===== src/rtl/i2cm_fe_pkg.sv =====
package i2cm_fe_pkg;
  localparam int CMD_W     = 11;
  localparam int BYTE_W    = 8;
  localparam int RD_BIT    = 8;
  localparam int STOP_BIT  = 9;
  localparam int RSTRT_BIT = 10;

  typedef enum logic [2:0] {
    RA_DATA   = 3'd0,
    RA_TXLVL  = 3'd1,
    RA_RXLVL  = 3'd2,
    RA_TXTHR  = 3'd3,
    RA_RXTHR  = 3'd4,
    RA_ENABLE = 3'd5,
    RA_ENSTAT = 3'd6,
    RA_STATUS = 3'd7
  } reg_addr_e;

  typedef struct packed {
    logic              restart;
    logic              stop;
    logic              rd;
    logic [BYTE_W-1:0] data;
  } cmd_t;
endpackage


===== src/rtl/i2cm_fe_fifo.sv =====
module i2cm_fe_fifo #(
  parameter int W     = 8,
  parameter int DEPTH = 8,
  localparam int AW   = $clog2(DEPTH),
  localparam int LW   = $clog2(DEPTH + 1)
) (
  input  logic          clk,
  input  logic          rst,
  input  logic          flush,
  input  logic          push,
  input  logic [W-1:0]  din,
  input  logic          pop,
  output logic [W-1:0]  dout,
  output logic [LW-1:0] level,
  output logic          full,
  output logic          empty
);
  logic [W-1:0]  mem [DEPTH];
  logic [AW-1:0] wp, rp;
  logic [LW-1:0] cnt;
  logic          do_push, do_pop;

  assign full    = (cnt == LW'(DEPTH));
  assign empty   = (cnt == '0);
  assign do_pop  = pop && !empty && !flush;
  assign do_push = push && (!full || do_pop) && !flush;
  assign dout    = mem[rp];
  assign level   = cnt;

  always_ff @(posedge clk) begin
    if (do_push) mem[wp] <= din;
  end

  always_ff @(posedge clk) begin
    if (rst || flush) begin
      wp  <= '0;
      rp  <= '0;
      cnt <= '0;
    end else begin
      if (do_push) wp <= wp + AW'(1);
      if (do_pop)  rp <= rp + AW'(1);
      cnt <= cnt + LW'(do_push) - LW'(do_pop);
    end
  end
endmodule


===== src/rtl/i2cm_fe_thresh.sv =====
module i2cm_fe_thresh #(
  parameter int LW    = 4,
  parameter bit ABOVE = 1'b0
) (
  input  logic          clk,
  input  logic          rst,
  input  logic [LW-1:0] level,
  input  logic [LW-1:0] thr,
  output logic          flag
);
  logic hit;

  generate
    if (ABOVE) begin : g_above
      assign hit = (level > thr);
    end else begin : g_at_or_below
      assign hit = (level <= thr);
    end
  endgenerate

  always_ff @(posedge clk) begin
    if (rst) flag <= !ABOVE;
    else     flag <= hit;
  end
endmodule


===== src/rtl/i2cm_fe_enable.sv =====
module i2cm_fe_enable (
  input  logic clk,
  input  logic rst,
  input  logic en_req,
  input  logic busy,
  output logic en_stat
);
  always_ff @(posedge clk) begin
    if (rst)        en_stat <= 1'b0;
    else if (!busy) en_stat <= en_req;
  end
endmodule


===== src/rtl/i2cm_cmd_frontend.sv =====
module i2cm_cmd_frontend
  import i2cm_fe_pkg::*;
#(
  parameter int TX_DEPTH = 8,
  parameter int RX_DEPTH = 8,
  localparam int TX_LW   = $clog2(TX_DEPTH + 1),
  localparam int RX_LW   = $clog2(RX_DEPTH + 1)
) (
  input  logic              clk,
  input  logic              rst,
  input  logic              reg_wr,
  input  logic              reg_rd,
  input  logic [2:0]        reg_addr,
  input  logic [CMD_W-1:0]  reg_wdata,
  output logic [CMD_W-1:0]  reg_rdata,
  output logic              cmd_valid,
  output logic [CMD_W-1:0]  cmd_word,
  input  logic              cmd_pop,
  input  logic              rx_push,
  input  logic [BYTE_W-1:0] rx_byte,
  input  logic              abort,
  input  logic              eng_busy,
  input  logic              eng_active,
  output logic              tx_low,
  output logic              rx_high
);
  logic [TX_LW-1:0]  tx_level, tx_thr;
  logic [RX_LW-1:0]  rx_level, rx_thr;
  logic              tx_full, tx_empty, rx_full_q, rx_empty;
  logic [BYTE_W-1:0] rx_head;
  logic              en_req, en_stat;
  logic              ovf, udf;
  logic              wr_data, rd_data, rd_status, tx_pop;
  logic              unused_rx_full;

  assign unused_rx_full = rx_full_q;
  assign wr_data   = reg_wr && (reg_addr == RA_DATA);
  assign rd_data   = reg_rd && (reg_addr == RA_DATA);
  assign rd_status = reg_rd && (reg_addr == RA_STATUS);
  assign cmd_valid = en_stat && !tx_empty;
  assign tx_pop    = cmd_pop && cmd_valid;

  i2cm_fe_fifo #(.W(CMD_W), .DEPTH(TX_DEPTH)) u_txq (
    .clk(clk), .rst(rst), .flush(abort),
    .push(wr_data), .din(reg_wdata),
    .pop(tx_pop), .dout(cmd_word),
    .level(tx_level), .full(tx_full), .empty(tx_empty)
  );

  i2cm_fe_fifo #(.W(BYTE_W), .DEPTH(RX_DEPTH)) u_rxq (
    .clk(clk), .rst(rst), .flush(abort),
    .push(rx_push), .din(rx_byte),
    .pop(rd_data), .dout(rx_head),
    .level(rx_level), .full(rx_full_q), .empty(rx_empty)
  );

  i2cm_fe_thresh #(.LW(TX_LW), .ABOVE(1'b0)) u_txthr (
    .clk(clk), .rst(rst), .level(tx_level), .thr(tx_thr), .flag(tx_low)
  );

  i2cm_fe_thresh #(.LW(RX_LW), .ABOVE(1'b1)) u_rxthr (
    .clk(clk), .rst(rst), .level(rx_level), .thr(rx_thr), .flag(rx_high)
  );

  i2cm_fe_enable u_en (
    .clk(clk), .rst(rst), .en_req(en_req), .busy(eng_busy), .en_stat(en_stat)
  );

  always_ff @(posedge clk) begin
    if (rst) begin
      tx_thr    <= '0;
      rx_thr    <= '0;
      en_req    <= 1'b0;
      ovf       <= 1'b0;
      udf       <= 1'b0;
      reg_rdata <= '0;
    end else begin
      if (reg_wr) begin
        case (reg_addr)
          RA_TXTHR:  tx_thr <= reg_wdata[TX_LW-1:0];
          RA_RXTHR:  rx_thr <= reg_wdata[RX_LW-1:0];
          RA_ENABLE: en_req <= reg_wdata[0];
          default: ;
        endcase
      end
      if (rd_status) begin
        ovf <= 1'b0;
        udf <= 1'b0;
      end
      if (wr_data && tx_full && !tx_pop) ovf <= 1'b1;
      if (rd_data && rx_empty)           udf <= 1'b1;
      if (reg_rd) begin
        case (reg_addr)
          RA_DATA:   reg_rdata <= rx_empty ? '0 : CMD_W'(rx_head);
          RA_TXLVL:  reg_rdata <= CMD_W'(tx_level);
          RA_RXLVL:  reg_rdata <= CMD_W'(rx_level);
          RA_TXTHR:  reg_rdata <= CMD_W'(tx_thr);
          RA_RXTHR:  reg_rdata <= CMD_W'(rx_thr);
          RA_ENABLE: reg_rdata <= CMD_W'(en_req);
          RA_ENSTAT: reg_rdata <= CMD_W'(en_stat);
          default:   reg_rdata <= CMD_W'({rx_high, tx_low, udf, ovf, eng_active});
        endcase
      end
    end
  end
endmodule


===== config.mk =====
export PLATFORM = sky130hd
export DESIGN_NAME = i2cm_cmd_frontend
export DESIGN_NICKNAME = d
export VERILOG_FILES = /design/src/rtl/i2cm_fe_pkg.sv /design/src/rtl/i2cm_fe_fifo.sv /design/src/rtl/i2cm_fe_thresh.sv /design/src/rtl/i2cm_fe_enable.sv /design/src/rtl/i2cm_cmd_frontend.sv
export SDC_FILE = /design/constraint.sdc
export NUM_CORES = 1
export LEC_CHECK = 0
export BUFFER_PORTS_ARGS = -buffer_cell sky130_fd_sc_hd__buf_2
export CORE_ASPECT_RATIO = 1.2
export CORE_MARGIN = 5
export CORE_UTILIZATION = 50
export CTS_CLUSTER_DIAMETER = 30
export DETAILED_ROUTE_END_ITERATION = 16
export GPL_TIMING_DRIVEN = 0
export PLACE_DENSITY_LB_ADDON = 0.3
export SLEW_MARGIN = 5
export SYNTH_ARGS = -nofsm -noshare
export SYNTH_HDL_FRONTEND = slang
export SYNTH_SLANG_ARGS = --single-unit

===== constraint.sdc =====
create_clock -name clk -period 4.1 [get_ports clk]
set_clock_uncertainty 0.05 [all_clocks]
set_input_delay 0.205 -clock clk [delete_from_list [all_inputs] [get_ports clk]]
set_output_delay 0.205 -clock clk [all_outputs]
set_load 0.05 [all_outputs]

==> flow_metrics.tcl, run 1 <==
set metrics [dict create \
    fin_crit_ns 3.06 \
    p_sw_uw 857 \
    critPathTopFamily "simple AND/OR/NAND/NOR gates" \
    fmax_mhz 327 \
    ys_ff_latch 200 \
    criticalPathCategory "reg2reg" \
    drt-initial-drc-count 279 \
    cp_max_fo 11 \
    multiInputGateArea_um2 2680 \
    cts.clk_slew.worst_paths_ns 0.07 \
    critPathSlowestCell "nor2_1" \
    worstMarginPinSlew_ns 1.20 \
    ys_async_sr_fraction 0 \
    ys_types 62 \
    critPathArrivalTime_ns 3.05 \
    avgSynthCellArea_um2 15.9 \
    power.share.clock 0.421 \
    grt_pass1_wl_mm 26.5 \
    die_area_um2 19500 \
    slew_violations 0 \
    boundaryPins 56 \
    grt_pass1_vias 5019 \
    slew_headroom 0.197 \
    firstDrtPassIters 6 \
    irDropWorstVdd_uv 317 \
    cp-start-kind "flip-flop" \
    synth_edf_count 152 \
    dp_hpwl_mm 11.8 \
    fp.dieH_um 152 \
    p_leak_uw 0.00330 \
    die_width_um 128 \
    drc 0 \
    n_antenna_cell 0 \
    final_antenna_net_count 0 \
    initial_core_util 0.513 \
    endpoint_kind "flip-flop" \
    syn2layout_area_growth_pct 16.7 \
    ys_seq_area_frac 0.660 \
    cts.sinks 200 \
    synthFlopType "edfxtp_1" \
    p_int_uw 3220 \
    crit_chain "inv_1 -> ha_1 -> nand3b_1 -> a311oi_4 -> nand2b_2 -> nor2_1" \
    critical_path_required_ns 4.10 \
    syn_area_um2 8380 \
    clockRootBuffer "clkbuf_16" \
    insertion_delay_ns 0.44 \
    core-area_um2 16300 \
    postSynthCellCount 527 \
    cts_tree "yes" \
    vias_per_cell 5.57 \
    cts_buffer_depth 2 \
    swShare 0.210 \
    cpPeakStageDelay_ns 0.94 \
    cp_num_buf_inv 1 \
    hold_path_class "in2reg" \
    p_comb_frac 0.040 \
    setup_viol 0 \
    avgRoutedWirePerCell_um 19.5 \
    post-cts-setup-buffer-count 0 \
    htreeDepth 4 \
    rows 51 \
    power.density_cell_area_nw_per_um2 417 \
    hold_viol 0 \
    status "completed" \
    grt_overflow 0 \
    maxCapViolCount 0 \
    hold_buffers 16 \
    seqCellArea_um2 5530 \
    cts_resized 0 \
    antenna_found_initial 0 \
    wirelength_mm 16.5 \
    fin_crit_sh 0.746 \
    seq_power_share 0.539 \
    drive_above_1_share 0.261 \
    fillers 1272 \
    grt_max_degree 19 \
    place_congestion 0.839 \
    synth_warnings 0 \
    final_util 0.599 \
    cts_buffers 17 \
    final_common_cell "edfxtp_1" \
    fin_tns_setup_ns 0 \
    io_buffer_count 50 \
    rsz0062_at_grt "false" \
    vias 4709 \
    power_uw 4080 \
    grt.total_usage 0.183 \
    layout_common_cells "edfxtp_1, buf_2, nor2_1, dfxtp_1, mux4_2" \
    fin_nets 677 \
]
[cells by family after synthesis]
logic type                 share of synthesized area
muxes                                          0.140
other                                       0.000448
and+or+nand+nor                               0.0704
DFF                                            0.660
AOI/OAI and AO/OA                             0.0544
adders and majority gates                     0.0406
buffers and inverters                         0.0252
xor gates and xnor gates                     0.00941
[metrics by stage]
step	cell area, um^2	setup slack, ns	hold slack, ns	std cells
after floorplan	8380	1.33	0.254	529
after CTS	9780	0.976	0.00756	845
after global routing	9780	0.828	0.0127	845
after detailed placement	9000	0.999	0.395	797
after global placement	8900	0.328	0.394	791
final	9780	1.04	0.0158	845
[state kept, by name, indices dropped and copies added (netlist names), 4 cells and up, named ones only]
signal,flops
tx_thr,4
u_rxq.level,4
u_txq.mem,88
u_txq.level,4
rx_thr,4
reg_rdata,8
u_rxq.mem,64
[routing by layer]
| metal | GRT usage | up-vias | routed length [um] |
|---|---|---|---|
| li1 | - | 2223 | - |
| met1 | 0.211 | 2347 | 6660 |
| met2 | 0.334 | 113 | 8940 |
| met3 | 0.0365 | 26 | 592 |
| met4 | 0.0701 | 0 | 294 |
| met5 | 0 | - | 0 |
[synth_stat cells, types with 3 or more instances]
cell type    n  area, um^2
and2_1       3        18.8
o21ai_0     12        60.1
edfxtp_1   152        4560
nand3_1      5        25.0
mux2i_1     18         180
o221ai_1     3        26.3
inv_1       24        90.1
nor2b_1      3        18.8
nand2b_1     5        31.3
mux4_2      38         856
nor3_1       7        35.0
o31ai_1      3        22.5
a31oi_1      5        31.3
a21oi_1     12        60.1
buf_4        3        22.5
ha_1        24         300
nand2_1     13        48.8
nor2_1      48         180
xnor2_1      7        61.3
nor3b_1      6        45.0
nand3b_1     3        22.5
or3_1        3        18.8
nand4b_1     3        26.3
buf_2        4        20.0
dfxtp_1     48         961
clkbuf_1    17        63.8
mux2_2      12         135
[worst reg2reg max path, cell delays in order, from the launching register on]
cell and delay [ns]:
dfxtp_1 0.40, inv_1 0.11, ha_1 0.24, nand3b_1 0.26, a311oi_4 0.49, nand2b_2 0.16
nor2_1 0.94
[path summary, 6_finish.rpt]
check                                  from                         to  slack (ns)  depth (start not counted)
setup / recovery  u_txq.level[2]$_SDFF_PP0_  u_txq.mem[3][3]$_DFFE_PP_        1.04                          6
hold / removal                     eng_busy  u_en.en_stat$_SDFFE_PP0N_        0.02                          3
setup reg to reg  u_txq.level[2]$_SDFF_PP0_  u_txq.mem[3][3]$_DFFE_PP_        1.04                          6
hold reg to reg   reg_rdata[6]$_SDFFE_PP0P_  reg_rdata[6]$_SDFFE_PP0P_        0.40                          2
[power by group through the flow]
| stage | clock (uW) | sequential (uW) | combinational (uW) |
|---|---|---|---|
| after floorplan | 0 | 2250 | 79.9 |
| after global placement | 0 | 2240 | 146 |
| after detailed placement | 0 | 2240 | 153 |
| after CTS | 1740 | 2200 | 165 |
| after global routing | 1850 | 2200 | 180 |
| final | 1720 | 2200 | 165 |
[area by class of cell]
| type | instances | area share |
|---|---|---|
| repair buffers | 72 | 0.0489 |
| multi-input cells | 279 | 0.274 |
| clock inverters | 15 | 0.0196 |
| plain buffers | 26 | 0.0124 |
| clock buffers | 17 | 0.0435 |
| flip-flops and latches | 200 | 0.565 |
| well taps | 212 | 0.0271 |
| inverters | 24 | 0.00921 |
No activity file was read; power rests on OpenSTA's default activity.
==> run 2: changes to the inputs <==
- clock period: 4.1 -> 2.95 ns (I/O delays scaled with it)
==> run 2 against run 1 <==
Routed wire length is 0.41% higher. First-iteration DRC count fell by 9.0%. Clock power is 39% higher. Final area is 0.96% higher. Combinational power rose by 44%. Non-clock buffer count increased by 6. Die area did not move. Via count increased by 0.28%. Critical path type unchanged.
==> flow_metrics.tcl, run 2 (synthesized netlist as in run 1, its figures left out) <==
set metrics [dict create \
    final_antenna_net_count 0 \
    cts_buffer_depth 2 \
    status "completed" \
    final_cell_count_no_fill 851 \
    cp_num_buf_inv 1 \
    maxCapViolCount 0 \
    firstDrtPassIters 4 \
    critPathArrivalTime_ns 2.79 \
    slew_violations 0 \
    final_area_um2 9870 \
    drc 0 \
    irDropWorstVdd_uv 442 \
    place_congestion 0.839 \
    die_area_um2 19500 \
    fin_nets 683 \
    cts.clk_slew.worst_paths_ns 0.07 \
    cp-start-kind "flip-flop" \
    fillers 1265 \
    multiInputGateArea_um2 2720 \
    rsz0062_at_grt "false" \
    dp_slack_ns -0.151 \
    fin_crit_sh 0.942 \
    dp_cells 797 \
    critical_path_required_ns 2.96 \
    power.density_cell_area_nw_per_um2 575 \
    layout_common_cells "edfxtp_1, buf_2, dfxtp_1, nor2_1, mux4_2" \
    initial_core_util 0.513 \
    rows 51 \
    fin_crit_ns 2.78 \
    drive_above_1_share 0.264 \
    fp.dieH_um 152 \
    endpoint_kind "flip-flop" \
    final_common_cell "edfxtp_1" \
    wirelength_mm 16.6 \
    vias_per_cell 5.55 \
    dp_hpwl_mm 11.8 \
    min_path_cells 3 \
    die_width_um 128 \
    core-area_um2 16300 \
    largest_register_ffs 88 \
    cp_max_fo 11 \
    whs_ns 0.0162 \
    grt_pass1_wl_mm 26.7 \
    worstMarginPinSlew_ns 0.925 \
    critPathTopFamily "simple AND/OR/NAND/NOR gates" \
    grt.total_usage 0.183 \
    setup_viol 0 \
    cts_tree "yes" \
    cpPeakStageDelay_ns 0.62 \
    avgRoutedWirePerCell_um 19.4 \
    fmax_mhz 360 \
    slew_headroom 0.381 \
    critPathSlowestCell "nor2_2" \
    regMostFlops "u_txq.mem" \
    p_leak_uw 0.00333 \
    hold_viol 0 \
    seqCellArea_um2 5530 \
    n_antenna_cell 0 \
    final_util 0.604 \
    top_regs "u_txq.mem x88, u_rxq.mem x64, reg_rdata x8" \
    boundaryPins 56 \
    criticalPathCategory "reg2reg" \
    post-cts-setup-buffer-count 0 \
    grt_pass1_vias 5060 \
    insertion_delay_ns 0.44 \
    crit_cells 6 \
    vias 4722 \
    io_buffer_count 50 \
    crit_chain "inv_1 -> ha_1 -> nand3b_1 -> a311oi_4 -> nand2_2 -> nor2_2" \
    grt_max_degree 19 \
    cts_buffers 17 \
    antenna_found_initial 0 \
    syn2layout_area_growth_pct 17.9 \
    hold_path_class "in2reg" \
    cts.sinks 200 \
    grt_overflow 0 \
    reg2reg_depth 6 \
    htreeDepth 4 \
    layout_setup_ws_ns 0.170 \
    drt-initial-drc-count 254 \
    clockRootBuffer "clkbuf_16" \
    place_area_um2 9000 \
]
run 2: metrics by stage:
step                      TNS, ns  total power, uW
after global routing            0             5880
after CTS                       0             5710
after floorplan                 0             3240
final                           0             5680
after global placement     -51.15             3320
after detailed placement    -2.67             3330
run 2: report_power, final:
part / switching [uW] / internal (uW)
logic: 147 / 89.5
registers: 12.2 / 3040
clock network: 1030 / 1350
total: 1190 / 4480
run 2: area by class of cell:
type / count / share of cell area
Inverter: 24 / 0.00913
Timing Repair Buffer: 78 / 0.0545
Clock inverter: 15 / 0.0194
Clock buffer: 17 / 0.0431
Sequential cell: 200 / 0.560
Tap cell: 212 / 0.0269
Multi-Input combinational cell: 279 / 0.275
Buffer: 26 / 0.0123
run 2: per-layer routing:
metal / vias to the layer above / part of all wire / global-route usage / wire length (um)
met3: 20 / 0.042 / 0.0368 / 690
met1: 2355 / 0.40 / 0.211 / 6580
met2: 113 / 0.55 / 0.336 / 9030
met4: 0 / 0.015 / 0.0711 / 250
li1: 2234 / - / - / -
met5: - / 0 / 0 / 0
run 2: path summary, 6_finish.rpt:
path	start	slack, ns	end
setup / recovery	u_txq.level[2]$_SDFF_PP0_	0.17	u_txq.mem[7][2]$_DFFE_PP_
hold / removal	rst	0.02	u_rxthr.flag$_SDFF_PP0_
setup reg to reg	u_txq.level[2]$_SDFF_PP0_	0.17	u_txq.mem[7][2]$_DFFE_PP_
hold reg to reg	reg_rdata[6]$_SDFFE_PP0P_	0.40	reg_rdata[6]$_SDFFE_PP0P_
run 2: timing repair:
item / 4_1_cts / 5_1_grt
resized for setup: 2 / 5
setup endpoints to repair: 22 / 13
cloned: 0 / 0
hold buffers: 22 / 0
hold endpoints to repair: 156 / 0
run 2: worst min-delay path, cell delays in order:
cell and delay [ns]:
buf_2 0.15, a41o_1 0.11, a21oi_1 0.05
==> run 3: changes to the inputs <==
- RECOVER_POWER: not set -> 100
==> run 3 against run 2 <==
Worst hold slack hardly changed. Via count up 0.42%. First-iteration DRC count decreased by 7.9%. Sequential cell count unchanged. Largest power group unchanged. Critical path type unchanged. Fmax fell by 0.77%.
==> flow_metrics.tcl, run 3 (synthesized netlist as in run 1, its figures left out) <==
set metrics [dict create \
    status "completed" \
    grt_max_degree 19 \
    wl_met1_mm 6.55 \
    fin_nets 683 \
    maxCapViolCount 0 \
    grt_pass1_vias 5060 \
    fin_tns_setup_ns 0 \
    cts.clk_slew.worst_paths_ns 0.07 \
    insertion_delay_ns 0.44 \
    n_antenna_cell 0 \
    die_area_um2 19500 \
    irDropWorstVdd_uv 444 \
    final_antenna_net_count 0 \
    hold_viol 0 \
    slew_headroom 0.376 \
    die_width_um 128 \
    regMostFlops "u_txq.mem" \
    final_common_cell "edfxtp_1" \
    cp_max_fo 11 \
    layout_setup_ws_ns 0.149 \
    firstDrtPassIters 5 \
    dp_slack_ns -0.151 \
    layout_common_cells "edfxtp_1, clkbuf_1, dfxtp_1, nor2_1, mux4_2" \
    grt_pass1_wl_mm 26.7 \
    fin_crit_sh 0.950 \
    cts_buffers 17 \
    fmax_mhz 357 \
    drt-initial-drc-count 234 \
    critPathArrivalTime_ns 2.81 \
    largest_register_ffs 88 \
    p_leak_uw 0.00322 \
    drive_above_1_share 0.213 \
    top_regs "u_txq.mem x88, u_rxq.mem x64, reg_rdata x8" \
    wirelength_mm 16.5 \
    critical_path_required_ns 2.96 \
    vias_per_cell 5.57 \
    fp.dieH_um 152 \
    dp_hpwl_mm 11.8 \
    whs_ns 0.0166 \
    wl_met3_um 690 \
    io_buffer_count 50 \
    final_area_um2 9810 \
    cts_buffer_depth 2 \
    crit_chain "inv_1 -> ha_1 -> nand3b_1 -> a311oi_4 -> nand2_2 -> nor2_2" \
    setup_viol 0 \
    endpoint_kind "flip-flop" \
    criticalPathCategory "reg2reg" \
    core-area_um2 16300 \
    fillers 1282 \
    cts_tree "yes" \
    cp-start-kind "flip-flop" \
    worstMarginPinSlew_ns 0.932 \
    syn2layout_area_growth_pct 17.1 \
    clockRootBuffer "clkbuf_16" \
    slew_violations 0 \
    grt_overflow 0 \
    dr_wl_met2_mm 9.00 \
    avgRoutedWirePerCell_um 19.4 \
    top_layer "met4" \
    htreeDepth 4 \
    drc 0 \
    initial_core_util 0.513 \
    critPathSlowestCell "nor2_2" \
    place_area_um2 9000 \
    post-cts-setup-buffer-count 0 \
    multiInputGateArea_um2 2700 \
    boundaryPins 56 \
    hold_path_class "in2reg" \
    antenna_found_initial 0 \
    rsz0062_at_grt "false" \
    power.density_cell_area_nw_per_um2 578 \
    grt.total_usage 0.183 \
    rows 51 \
    place_congestion 0.839 \
    cts.sinks 200 \
    seqCellArea_um2 5530 \
    cpPeakStageDelay_ns 0.63 \
    fin_crit_ns 2.80 \
    vias 4742 \
]
-- run 3: per-stage QoR --
step           total power [uW]   util  instances
2_1_floorplan              3240      -        529
3_3_place_gp               3320  0.545        791
3_5_place_dp               3330  0.551        797
4_1_cts                    5710  0.603        851
5_1_grt                    5870  0.600        851
6_report                   5670  0.600        851
-- run 3: final timing paths --
check,from,end,slack [ns],cells after the start
max,u_txq.level[2]$_SDFF_PP0_,u_txq.mem[7][2]$_DFFE_PP_,0.15,6
min reg2reg,reg_rdata[6]$_SDFFE_PP0P_,reg_rdata[6]$_SDFFE_PP0P_,0.40,2
max reg2reg,u_txq.level[2]$_SDFF_PP0_,u_txq.mem[7][2]$_DFFE_PP_,0.15,6
min,rst,u_rxthr.flag$_SDFF_PP0_,0.02,3
-- run 3: timing repair --
item | CTS | global route
endpoints found under the setup margin | 22 | 13
gates resized for setup | 2 | 5
hold buffers | 22 | 0
gates cloned | 0 | 0
endpoints found under the hold margin | 156 | 0
pin swaps | 0 | 0
-- run 3: layout make-up --
class | instances | area share
Inverter | 24 | 0.00918
Tap cell | 212 | 0.0270
Multi-Input combinational cell | 279 | 0.276
Clock inverter | 15 | 0.0195
Timing Repair Buffer | 78 | 0.0495
Sequential cell | 200 | 0.563
Buffer | 26 | 0.0124
Clock buffer | 17 | 0.0434
-- run 3: report_power, final --
group,switching (uW),total (uW),internal (uW)
Combinational,147,230,82.7
Clock,1030,2380,1350
Sequential,12.5,3050,3040
-- run 3: layer usage --
layer,track usage,vias to the layer above
li1,-,2236
met1,0.211,2368
met2,0.336,114
met3,0.0368,24
met4,0.0711,0
met5,0,-
-- run 3: worst max-delay path: cells and delay by family, from the launching register on --
| kind | cells | cell delay (ns) |
|---|---|---|
| adder cells (fa/ha/maj) | 1 | 0.24 |
| AO/OA/AOI/OAI | 1 | 0.49 |
| flip-flops | 1 | 0.40 |
| buffers and inverters | 1 | 0.11 |
| AND/OR/NAND/NOR | 3 | 1.12 |
